$ cat src/rtl/rtc_cal_pkg.sv
package rtc_cal_pkg;

  localparam int unsigned DATA_W = 8;
  localparam int unsigned ADDR_W = 3;
  localparam int unsigned N_REGS = 8;

  typedef enum logic [ADDR_W-1:0] {
    REG_SEC   = 3'd0,
    REG_MIN   = 3'd1,
    REG_HOUR  = 3'd2,
    REG_WDAY  = 3'd3,
    REG_DAY   = 3'd4,
    REG_MONTH = 3'd5,
    REG_YEAR  = 3'd6,
    REG_CTRL  = 3'd7
  } reg_addr_e;

  localparam int unsigned CTRL_H24_BIT  = 5;
  localparam int unsigned CTRL_STOP_BIT = 4;

  function automatic logic [7:0] bcd_inc(input logic [7:0] v);
    if (v[3:0] >= 4'd9) return {v[7:4] + 4'd1, 4'd0};
    return v + 8'd1;
  endfunction

  // y is two BCD digits; tens parity decides which units digits are multiples of 4
  function automatic logic leap_year(input logic [7:0] y);
    case (y[3:0])
      4'd0, 4'd4, 4'd8: return !y[4];
      4'd2, 4'd6:       return y[4];
      default:          return 1'b0;
    endcase
  endfunction

  function automatic logic [5:0] month_len(input logic [4:0] m, input logic [7:0] y);
    case (m)
      5'h02:                      return leap_year(y) ? 6'h29 : 6'h28;
      5'h04, 5'h06, 5'h09, 5'h11: return 6'h30;
      default:                    return 6'h31;
    endcase
  endfunction

endpackage

$ cat src/rtl/rtc_prescaler.sv
module rtc_prescaler #(
  parameter int unsigned TICKS_PER_SEC = 32768
) (
  input  logic clk_i,
  input  logic rst_ni,
  input  logic osc_tick_i,
  input  logic clr_i,
  output logic sec_pulse_o
);

  localparam int unsigned CW = (TICKS_PER_SEC > 1) ? $clog2(TICKS_PER_SEC) : 1;
  localparam logic [CW-1:0] LAST = CW'(TICKS_PER_SEC - 1);

  logic [CW-1:0] cnt_q;
  logic          at_last;

  assign at_last     = (cnt_q == LAST);
  assign sec_pulse_o = osc_tick_i && !clr_i && at_last;

  always_ff @(posedge clk_i or negedge rst_ni) begin
    if (!rst_ni)         cnt_q <= '0;
    else if (clr_i)      cnt_q <= '0;
    else if (osc_tick_i) cnt_q <= at_last ? '0 : cnt_q + CW'(1);
  end

  generate
    if (TICKS_PER_SEC > 1) begin : g_spacing_chk

      pulse_spacing_chk: assert property (@(posedge clk_i) disable iff (!rst_ni)
        sec_pulse_o |=> !sec_pulse_o);

      clr_restart_chk: assert property (@(posedge clk_i) disable iff (!rst_ni)
        clr_i |=> !sec_pulse_o);
    end
  endgenerate

endmodule

$ cat src/rtl/rtc_bcd_counter.sv
module rtc_bcd_counter
  import rtc_cal_pkg::*;
#(
  parameter int unsigned W     = 7,
  parameter int unsigned MIN_V = 0,
  parameter int unsigned RST_V = 0
) (
  input  logic         clk_i,
  input  logic         rst_ni,
  input  logic         inc_i,
  input  logic [W-1:0] max_i,
  input  logic         wr_i,
  input  logic [W-1:0] wr_data_i,
  output logic [W-1:0] val_o,
  output logic         carry_o
);

  logic [W-1:0] val_q, nxt;
  logic         at_max;

  assign at_max  = (val_q == max_i);
  assign carry_o = inc_i && at_max;
  assign nxt     = at_max ? W'(MIN_V) : W'(bcd_inc(8'(val_q)));
  assign val_o   = val_q;

  always_ff @(posedge clk_i or negedge rst_ni) begin
    if (!rst_ni)    val_q <= W'(RST_V);
    else if (wr_i)  val_q <= wr_data_i;
    else if (inc_i) val_q <= nxt;
  end


  wrap_to_min_chk: assert property (@(posedge clk_i) disable iff (!rst_ni)
    inc_i && !wr_i && at_max |=> val_q == W'(MIN_V));


  hold_idle_chk: assert property (@(posedge clk_i) disable iff (!rst_ni)
    !inc_i && !wr_i |=> $stable(val_q));


  write_wins_chk: assert property (@(posedge clk_i) disable iff (!rst_ni)
    wr_i |=> val_q == $past(wr_data_i));

endmodule

$ cat src/rtl/rtc_hour_counter.sv
module rtc_hour_counter
  import rtc_cal_pkg::*;
(
  input  logic       clk_i,
  input  logic       rst_ni,
  input  logic       inc_i,
  input  logic       h24_i,
  input  logic       wr_i,
  input  logic [5:0] wr_data_i,
  output logic [5:0] val_o,
  output logic       carry_o
);

  logic [5:0] val_q, nxt;
  logic       wrap;
  logic       pm;
  logic [4:0] lo;

  assign pm = val_q[5];
  assign lo = val_q[4:0];

  always_comb begin
    wrap = 1'b0;
    if (h24_i) begin
      if (val_q == 6'h23) begin
        nxt  = 6'h00;
        wrap = 1'b1;
      end else begin
        nxt = 6'(bcd_inc({2'b00, val_q}));
      end
    end else begin
      if (lo == 5'h12) begin
        nxt = {pm, 5'h01};
      end else if (lo == 5'h11) begin
        nxt  = {~pm, 5'h12};
        wrap = pm;
      end else begin
        nxt = {pm, 5'(bcd_inc({3'b000, lo}))};
      end
    end
  end

  assign carry_o = inc_i && wrap;
  assign val_o   = val_q;

  always_ff @(posedge clk_i or negedge rst_ni) begin
    if (!rst_ni)    val_q <= 6'h00;
    else if (wr_i)  val_q <= wr_data_i;
    else if (inc_i) val_q <= nxt;
  end


  h24_wrap_chk: assert property (@(posedge clk_i) disable iff (!rst_ni)
    inc_i && !wr_i && h24_i && val_q == 6'h23 |=> val_q == 6'h00);


  pm_midnight_chk: assert property (@(posedge clk_i) disable iff (!rst_ni)
    inc_i && !wr_i && !h24_i && val_q == 6'h31 |=> val_q == 6'h12);


  am_noon_chk: assert property (@(posedge clk_i) disable iff (!rst_ni)
    inc_i && !wr_i && !h24_i && val_q == 6'h11 |=> val_q == 6'h32);

endmodule

$ cat src/rtl/rtc_calendar_core.sv
module rtc_calendar_core
  import rtc_cal_pkg::*;
#(
  parameter int unsigned TICKS_PER_SEC = 32768
) (
  input  logic              clk_i,
  input  logic              rst_ni,
  input  logic              osc_tick_i,
  input  logic              wr_en_i,
  input  logic [ADDR_W-1:0] wr_addr_i,
  input  logic [DATA_W-1:0] wr_data_i,
  input  logic [ADDR_W-1:0] rd_addr_i,
  output logic [DATA_W-1:0] rd_data_o
);

  localparam int unsigned MS_N = 2;

  logic [N_REGS-1:0] wr_sel;
  logic              sec_pulse;
  logic [MS_N:0]     ms_inc;
  logic [6:0]        ms_val [MS_N];
  logic [5:0]        hour_val;
  logic              hour_carry;
  logic [2:0]        wday_val;
  logic              wday_carry;
  logic [5:0]        day_val, day_max;
  logic              day_carry;
  logic [4:0]        mon_val;
  logic              mon_carry;
  logic [7:0]        year_val;
  logic              year_carry;
  logic              h24_q, stop_q;

  assign wr_sel = wr_en_i ? (N_REGS'(1) << wr_addr_i) : '0;

  rtc_prescaler #(.TICKS_PER_SEC(TICKS_PER_SEC)) u_presc (
    .clk_i      (clk_i),
    .rst_ni     (rst_ni),
    .osc_tick_i (osc_tick_i),
    .clr_i      (wr_sel[REG_SEC]),
    .sec_pulse_o(sec_pulse)
  );

  assign ms_inc[0] = sec_pulse;

  // seconds then minutes, same shape
  for (genvar i = 0; i < MS_N; i++) begin : g_ms
    rtc_bcd_counter #(.W(7), .MIN_V(0), .RST_V(0)) u_cnt (
      .clk_i    (clk_i),
      .rst_ni   (rst_ni),
      .inc_i    (ms_inc[i]),
      .max_i    (7'h59),
      .wr_i     (wr_sel[int'(REG_SEC) + i]),
      .wr_data_i(wr_data_i[6:0]),
      .val_o    (ms_val[i]),
      .carry_o  (ms_inc[i+1])
    );
  end

  rtc_hour_counter u_hour (
    .clk_i    (clk_i),
    .rst_ni   (rst_ni),
    .inc_i    (ms_inc[MS_N]),
    .h24_i    (h24_q),
    .wr_i     (wr_sel[REG_HOUR]),
    .wr_data_i(wr_data_i[5:0]),
    .val_o    (hour_val),
    .carry_o  (hour_carry)
  );

  assign day_max = month_len(mon_val, year_val);

  rtc_bcd_counter #(.W(6), .MIN_V(1), .RST_V(1)) u_day (
    .clk_i    (clk_i),
    .rst_ni   (rst_ni),
    .inc_i    (hour_carry),
    .max_i    (day_max),
    .wr_i     (wr_sel[REG_DAY]),
    .wr_data_i(wr_data_i[5:0]),
    .val_o    (day_val),
    .carry_o  (day_carry)
  );

  rtc_bcd_counter #(.W(3), .MIN_V(0), .RST_V(0)) u_wday (
    .clk_i    (clk_i),
    .rst_ni   (rst_ni),
    .inc_i    (hour_carry),
    .max_i    (3'd6),
    .wr_i     (wr_sel[REG_WDAY]),
    .wr_data_i(wr_data_i[2:0]),
    .val_o    (wday_val),
    .carry_o  (wday_carry)
  );

  rtc_bcd_counter #(.W(5), .MIN_V(1), .RST_V(1)) u_month (
    .clk_i    (clk_i),
    .rst_ni   (rst_ni),
    .inc_i    (day_carry),
    .max_i    (5'h12),
    .wr_i     (wr_sel[REG_MONTH]),
    .wr_data_i(wr_data_i[4:0]),
    .val_o    (mon_val),
    .carry_o  (mon_carry)
  );

  rtc_bcd_counter #(.W(8), .MIN_V(0), .RST_V(0)) u_year (
    .clk_i    (clk_i),
    .rst_ni   (rst_ni),
    .inc_i    (mon_carry),
    .max_i    (8'h99),
    .wr_i     (wr_sel[REG_YEAR]),
    .wr_data_i(wr_data_i),
    .val_o    (year_val),
    .carry_o  (year_carry)
  );

  always_ff @(posedge clk_i or negedge rst_ni) begin
    if (!rst_ni) begin
      h24_q  <= 1'b1;
      stop_q <= 1'b1;
    end else if (wr_sel[REG_CTRL]) begin
      h24_q <= wr_data_i[CTRL_H24_BIT];
      if (!wr_data_i[CTRL_STOP_BIT]) stop_q <= 1'b0;
    end
  end

  always_comb begin
    case (reg_addr_e'(rd_addr_i))
      REG_SEC:   rd_data_o = 8'(ms_val[0]);
      REG_MIN:   rd_data_o = 8'(ms_val[1]);
      REG_HOUR:  rd_data_o = 8'(hour_val);
      REG_WDAY:  rd_data_o = 8'(wday_val);
      REG_DAY:   rd_data_o = 8'(day_val);
      REG_MONTH: rd_data_o = 8'(mon_val);
      REG_YEAR:  rd_data_o = year_val;
      default: begin
        rd_data_o = '0;
        rd_data_o[CTRL_H24_BIT]  = h24_q;
        rd_data_o[CTRL_STOP_BIT] = stop_q;
      end
    endcase
  end


  stop_sticky_chk: assert property (@(posedge clk_i) disable iff (!rst_ni)
    !stop_q |=> !stop_q);


  hour_keep_on_mode_chk: assert property (@(posedge clk_i) disable iff (!rst_ni)
    wr_sel[REG_CTRL] && !hour_carry && !ms_inc[MS_N] |=> $stable(hour_val));


  wday_day_together_chk: assert property (@(posedge clk_i) disable iff (!rst_ni)
    wday_carry |-> hour_carry);


  year_wrap_chk: assert property (@(posedge clk_i) disable iff (!rst_ni)
    year_carry && !wr_sel[REG_YEAR] |=> year_val == 8'h00);

endmodule

$ cat config.mk
export PLATFORM = sky130hd
export DESIGN_NAME = rtc_calendar_core
export DESIGN_NICKNAME = d
export VERILOG_FILES = /design/src/rtl/rtc_cal_pkg.sv /design/src/rtl/rtc_prescaler.sv /design/src/rtl/rtc_bcd_counter.sv /design/src/rtl/rtc_hour_counter.sv /design/src/rtl/rtc_calendar_core.sv
export SDC_FILE = /design/constraint.sdc
export NUM_CORES = 1
export LEC_CHECK = 0
export ABC_AREA = 1
export BUFFER_PORTS_ARGS = -buffer_cell sky130_fd_sc_hd__buf_2
export CORE_MARGIN = 2
export CORE_UTILIZATION = 50
export CTS_BUF_LIST = sky130_fd_sc_hd__clkbuf_8
export DETAILED_ROUTE_END_ITERATION = 7
export HOLD_SLACK_MARGIN = 0.06
export PLACE_DENSITY = 0.65
export SYNTH_ARGS = -nofsm -noshare
export SYNTH_HDL_FRONTEND = slang
export SYNTH_SLANG_ARGS = --single-unit
$ cat constraint.sdc
create_clock -name clk_i -period 2.5 [get_ports clk_i]
set_input_delay 0.375 -clock clk_i [delete_from_list [all_inputs] [get_ports clk_i]]
set_output_delay 0.375 -clock clk_i [all_outputs]
set_load 0.01 [all_outputs]
==> results.yml, run 1 <==
run_status:
  status: "complete, no violations"
yosys:
  synthAdderAreaFrac: 0.08289
  synth_top_area_share: 0.2941
  synth_top_family_by_area: "simple AND/OR/NAND/NOR gates"
  yosys_warnings: 0
  synth_top_area_cell: "dfrtp_1"
  syn_area_um2: 4679
  synthDistinctLibCells: 44
  yosys.area_share.simple: 0.3225
  syn_nets: 672
  synth-compound-area-share: 0.1500
  async_flop_share: 1.000
  synth_xor_area_frac: 0.03743
  synth_edf_count: 0
  synth.area.mux_share: 0
  avgSynthCellArea_um2: 7.511
  syn-instance-count: 623
  synthFlopType: "dfrtp_1"
  ys_ff_latch: 59
  yosys-top-cells-area: "dfrtp_1 29%, nand2_1 10%, ha_1 8.3%"
  yosysSeqAreaShare: 0.3166
timing:
  relSlewSlack: 0.6345
  finalSetupViolations: 0
  setup_slack_ps: 339.9
  period_needed_ps: 2160
  final.period_utilization: 0.8641
  worstMarginPinSlew_ps: 544.1
  timing.hold.ws_ps: 266.0
  finalMaxSlewViolations: 0
  hold_viol: 0
  rsz0062_at_grt: "false"
  fmax_ghz: 0.4629
  skew_ps: 11.92
  fin_setup_tns_ps: 0
die:
  core_um2: 9153
  initial_core_util: 0.5113
  fp-row-count: 35
  die_w_um: 100.7
  dieHeight_um: 100.7
  io-pin-count: 26
  dieArea_um2: 10150
final_layout:
  area_delta_synth_final_pct: 10.13
  final_common_cell: "nand2_1"
  final_cell_area_um2: 5154
  instances_no_fill: 773
  drive_above_1_share: 0.1329
  final_cell_mix: "129 x nand2_1, 93 x inv_1, 57 x nand3_1"
  diodes: 0
  post-route-util: 0.5631
  layout.nets: 706
clock_tree:
  cts.clk_slew.worst_paths_ps: 80
  cts_buffers: 9
  clock_sinks: 59
  worstSkewPairLatency_ps: 340
  tritoncts: "yes"
  clk_path_buf_depth: 2
  root_buffer: "clkbuf_8"
  htreeDepth: 3
  ctsResizeCount: 0
global_route:
  busiest_layer: "met2"
  track_usage: 0.2557
  grt_start_max_net_pins: 60
  grtUsageMet1: 0.3485
  grt_overflow: 0
  grt_pass1_vias: 4245
  antenna_found_initial: 0
  met3_usage: 0.03675
  grt_use_met2: 0.4113
  grt_pass1_wl_mm: 20.43
worst_setup_path:
  worstPathMaxFanout: 9
  critPathKind: "reg -> reg"
  endpoint_kind: "register"
  r2r_slack_ps: 340
  arrival_ps: 2430
  cp-start-kind: "register"
  cp.required_ps: 2770
place:
  place_ws_ps: 376.3
  dp_cells: 756
  place.port_buffers: 25
  dp_hpwl_mm: 9.186
  place.gp.congestion: 0.9008
  dpl_cell_area_um2: 4949
worst_hold_path:
  holdCritPathClass: "in -> reg"
pwr:
  powerDensity_nw_per_um2: 772.4
  power.leakage_nw: 2.515
  ir_worst_vdd_v: 0.0003557
  power.total_mw: 3.981
detailed_routing:
  route.vias.total: 4355
  routedWlPerCell_um: 15.90
  drc: 0
  ant_nets: 0
  wirelength_mm: 12.29
  avgViaCountPerCell: 5.634
  dr.pass1.iters: 5
  drt_iter0_drc: 214
flow_run:
  maxCapViolations: 0
==> path summary, 6_finish.rpt <==
kind	start	to	cells past startpoint
min in group asynchronous	rst_ni	u_hour.val_o[2]$_DFFE_PN0P_	3
setup reg to reg	u_month.val_o[0]$_DFFE_PN1P_	u_year.val_o[1]$_DFFE_PN0P_	11
hold reg to reg	stop_q$_DFFE_PN1P_	stop_q$_DFFE_PN1P_	2
max in group asynchronous	rst_ni	stop_q$_DFFE_PN1P_	3
setup / recovery	u_month.val_o[0]$_DFFE_PN1P_	u_year.val_o[1]$_DFFE_PN0P_	11
hold / removal	wr_data_i[3]	u_day.val_o[3]$_DFFE_PN0P_	3
==> power by group <==
part | total [mW] | switching [mW] | internal (mW)
combinational | 1.54 | 0.946 | 0.594
sequential | 1.55 | 0.348 | 1.20
clock | 0.889 | 0.410 | 0.479
total | 3.98 | 1.70 | 2.28
==> sequential cells by signal (all words and copies together), names as in the netlist <==
signal	count
u_month.val_o	5
u_day.val_o	6
stop_q	1
u_wday.val_o	3
u_presc.cnt_q	15
h24_q	1
u_year.val_o	8
g_ms.u_cnt.val_o	14
u_hour.val_o	6
==> kinds of logic (layout without fill, tap and decap cells) <==
kind of cell	after synthesis	after routing
simple gates	293	293
xor+xnor	20	20
fa+ha+maj	31	31
flops	59	59
compound gates	112	112
buf+inv	108	147
==> worst max-delay path, cell delays in order (launching register included) <==
cell and delay [ps]:
dfstp_2 570, inv_1 100, ha_1 260, nand4_1 100, nand2_1 60, nor2_1 160, a21oi_1 110, nor2_2 250
nand3_4 190, nand2_4 150, nand2_1 70, nand2_1 60
==> metal layers <==
metal | vias to the layer above | wire length (um)
li1 | 2173 | -
met3 | 27 | 626
met5 | - | 0
met2 | 121 | 5660
met1 | 2034 | 5656
met4 | 0 | 344
==> area by class of cell <==
type                    instances  area, um^2
flip-flops and latches         59        1481
multi-input cells             456        2774
well taps                     111       138.9
inverters                      99       371.6
clock inverters                 6       57.56
fillers                       850        3999
repair buffers                 32       192.7
clock buffers                  10       137.6
==> Yosys cell counts (4+ instances only) <==
cell type,count
nand3_1,57
dfstp_2,4
nor3_1,16
clkbuf_1,4
ha_1,31
o21ai_0,33
dfrtp_1,55
nand4_1,20
inv_2,6
nand2_1,129
a31oi_1,6
inv_1,91
nand2_4,4
nor2_2,5
nor2_1,36
o221ai_1,15
nor2_4,5
o211ai_1,7
a21oi_1,20
o22ai_1,20
xor2_1,17
==> timing repair <==
action / CTS / global route
endpoints found under the hold margin: 30 / 0
setup buffers: 0 / 0
hold buffers: 1 / 0
endpoints found under the setup margin: 0 / 0
Note: power is estimated with default switching activity, not from simulation.
==> run 2: changes to the inputs <==
==> constraint.sdc (replaced) <==
create_clock -name clk_i -period 2.5 [get_ports clk_i]
set_input_delay 0.25 -clock clk_i [delete_from_list [all_inputs] [get_ports clk_i]]
set_output_delay 0.25 -clock clk_i [all_outputs]
set_load 0.01 [all_outputs]
==> results.yml, run 2 (synthesis results as in run 1) <==
detailed_routing:
  drt-met1-wl_mm: 5.779
  avgViaCountPerCell: 5.665
  met2WireLength_mm: 5.796
  wirelength_mm: 12.50
  drc: 0
  top_layer: "met4"
  route.vias.total: 4373
  routedWlPerCell_um: 16.20
  ant_nets: 0
  drt_iter0_drc: 340
  dr.pass1.iters: 5
  wl_met3_um: 644
pwr:
  power.leakage_nw: 2.535
  power.total_mw: 4.287
  ir_worst_vdd_v: 0.0003021
  powerDensity_nw_per_um2: 822.0
clock_tree:
  worstSkewPairLatency_ps: 340
  cts.clk_slew.worst_paths_ps: 80
  cts_buffers: 9
  clk_path_buf_depth: 2
  ctsResizeCount: 0
  root_buffer: "clkbuf_8"
  ctsHoldBuffers: 1
  cts_setup_buffers: 0
  clock_sinks: 59
  tritoncts: "yes"
  htreeDepth: 3
worst_hold_path:
  holdCritPathClass: "in -> reg"
  min_path_cells: 3
  hold_path_end: "u_day.val_o[1]$_DFFE_PN0P_"
  worstHoldStart: "wr_data_i[1]"
global_route:
  grt_pass1_wl_mm: 20.34
  track_usage: 0.2565
  grt_pass1_vias: 4170
  grt_overflow: 0
  grt_start_max_net_pins: 47
  antenna_found_initial: 0
final_layout:
  post-route-util: 0.5698
  diodes: 0
  area_delta_synth_final_pct: 11.44
  regMostFlops: "u_presc.cnt_q"
  largest_reg_flops: 15
  layout.nets: 705
  final_cell_mix: "129 x nand2_1, 91 x inv_1, 57 x nand3_1"
  instances_no_fill: 772
  drive_above_1_share: 0.1346
  final_common_cell: "nand2_1"
place:
  place.port_buffers: 25
  dp_hpwl_mm: 9.414
  place.gp.congestion: 0.9126
  dp_cells: 755
timing:
  relSlewSlack: 0.6350
  period_needed_ps: 2134
  worstMarginPinSlew_ps: 544.5
  finalSetupViolations: 0
  rsz0062_at_grt: "false"
  hold_viol: 0
  final.period_utilization: 0.8536
  timing.hold.ws_ps: 144.9
  fin_setup_tns_ps: 0
  finalMaxSlewViolations: 0
  skew_ps: 10.86
  fmax_ghz: 0.4686
worst_setup_path:
  cp.required_ps: 2770
  worstPathMaxFanout: 11
  arrival_ps: 2400
  crit_start: "g_ms[0].u_cnt.val_o[1]$_DFFE_PN0P_"
  r2r_slack_ps: 370
  endpoint_kind: "register"
  r2r_end: "g_ms[1].u_cnt.val_o[3]$_DFFE_PN0P_"
  critPathKind: "reg -> reg"
  r2r_cells: 10
  cp-start-kind: "register"
  r2r-start: "g_ms[0].u_cnt.val_o[1]$_DFFE_PN0P_"
die:
  fp-row-count: 35
  io-pin-count: 26
  initial_core_util: 0.5113
  dieHeight_um: 100.7
  dieArea_um2: 10150
  core_um2: 9153
  die_w_um: 100.7
run_status:
  status: "complete, no violations"
flow_run:
  maxCapViolations: 0
## run 2: cell types whose count changed in the layout (fill, tap and decap cells not counted), sizes merged
| cell | delta |
|---|---|
| buf | -1 |
| bufinv | +3 |
| clkbuf | -1 |
| inv | -2 |
## run 2: final cells by class
cell class	instances	area, um^2
fillers	843	3938
multi-input cells	456	2774
flip-flops and latches	59	1481
inverters	99	371.6
repair buffers	31	185.2
clock inverters	7	140.1
well taps	111	138.9
clock buffers	9	123.9
## run 2: worst max-delay path, stage by stage, from the launching register on
cell	delay, ps
dfrtp_1	420
inv_1	110
ha_1	150
inv_1	60
nor3_2	480
nand3_1	180
nand2_1	300
inv_1	120
nor2_1	100
nor2_1	50
o22ai_1	100
## run 2: worst max-delay path by stage
stage / to / slack, ps / cells past startpoint
2_1_floorplan: u_year.val_o[2]$_DFFE_PN0P_ / 620 / 11
3_3_place_gp: u_year.val_o[7]$_DFFE_PN0P_ / 480 / 11
3_5_place_dp: u_year.val_o[0]$_DFFE_PN0P_ / 410 / 11
4_1_cts: u_year.val_o[4]$_DFFE_PN0P_ / 390 / 11
5_1_grt: g_ms[1].u_cnt.val_o[3]$_DFFE_PN0P_ / 110 / 10
6_report: g_ms[1].u_cnt.val_o[3]$_DFFE_PN0P_ / 370 / 10
## run 2: where the power goes
| part | internal, mW | switching (mW) | total (mW) |
|---|---|---|---|
| logic | 0.597 | 0.969 | 1.57 |
| registers | 1.20 | 0.340 | 1.54 |
| clock network | 0.761 | 0.414 | 1.18 |
## run 2: routing by layer
metal,global-route usage,vias to the layer above
li1,-,2186
met1,0.3592,2053
met2,0.4021,112
met3,0.03814,22
met4,0.09378,0
met5,0,-
## run 2: metrics by stage
step	worst slack [ps]	area, um^2
3_5_place_dp	409.3	4941
5_1_grt	112.8	5215
3_3_place_gp	477.0	4941
2_1_floorplan	617.3	4679
4_1_cts	390.3	5215
6_report	366.0	5215
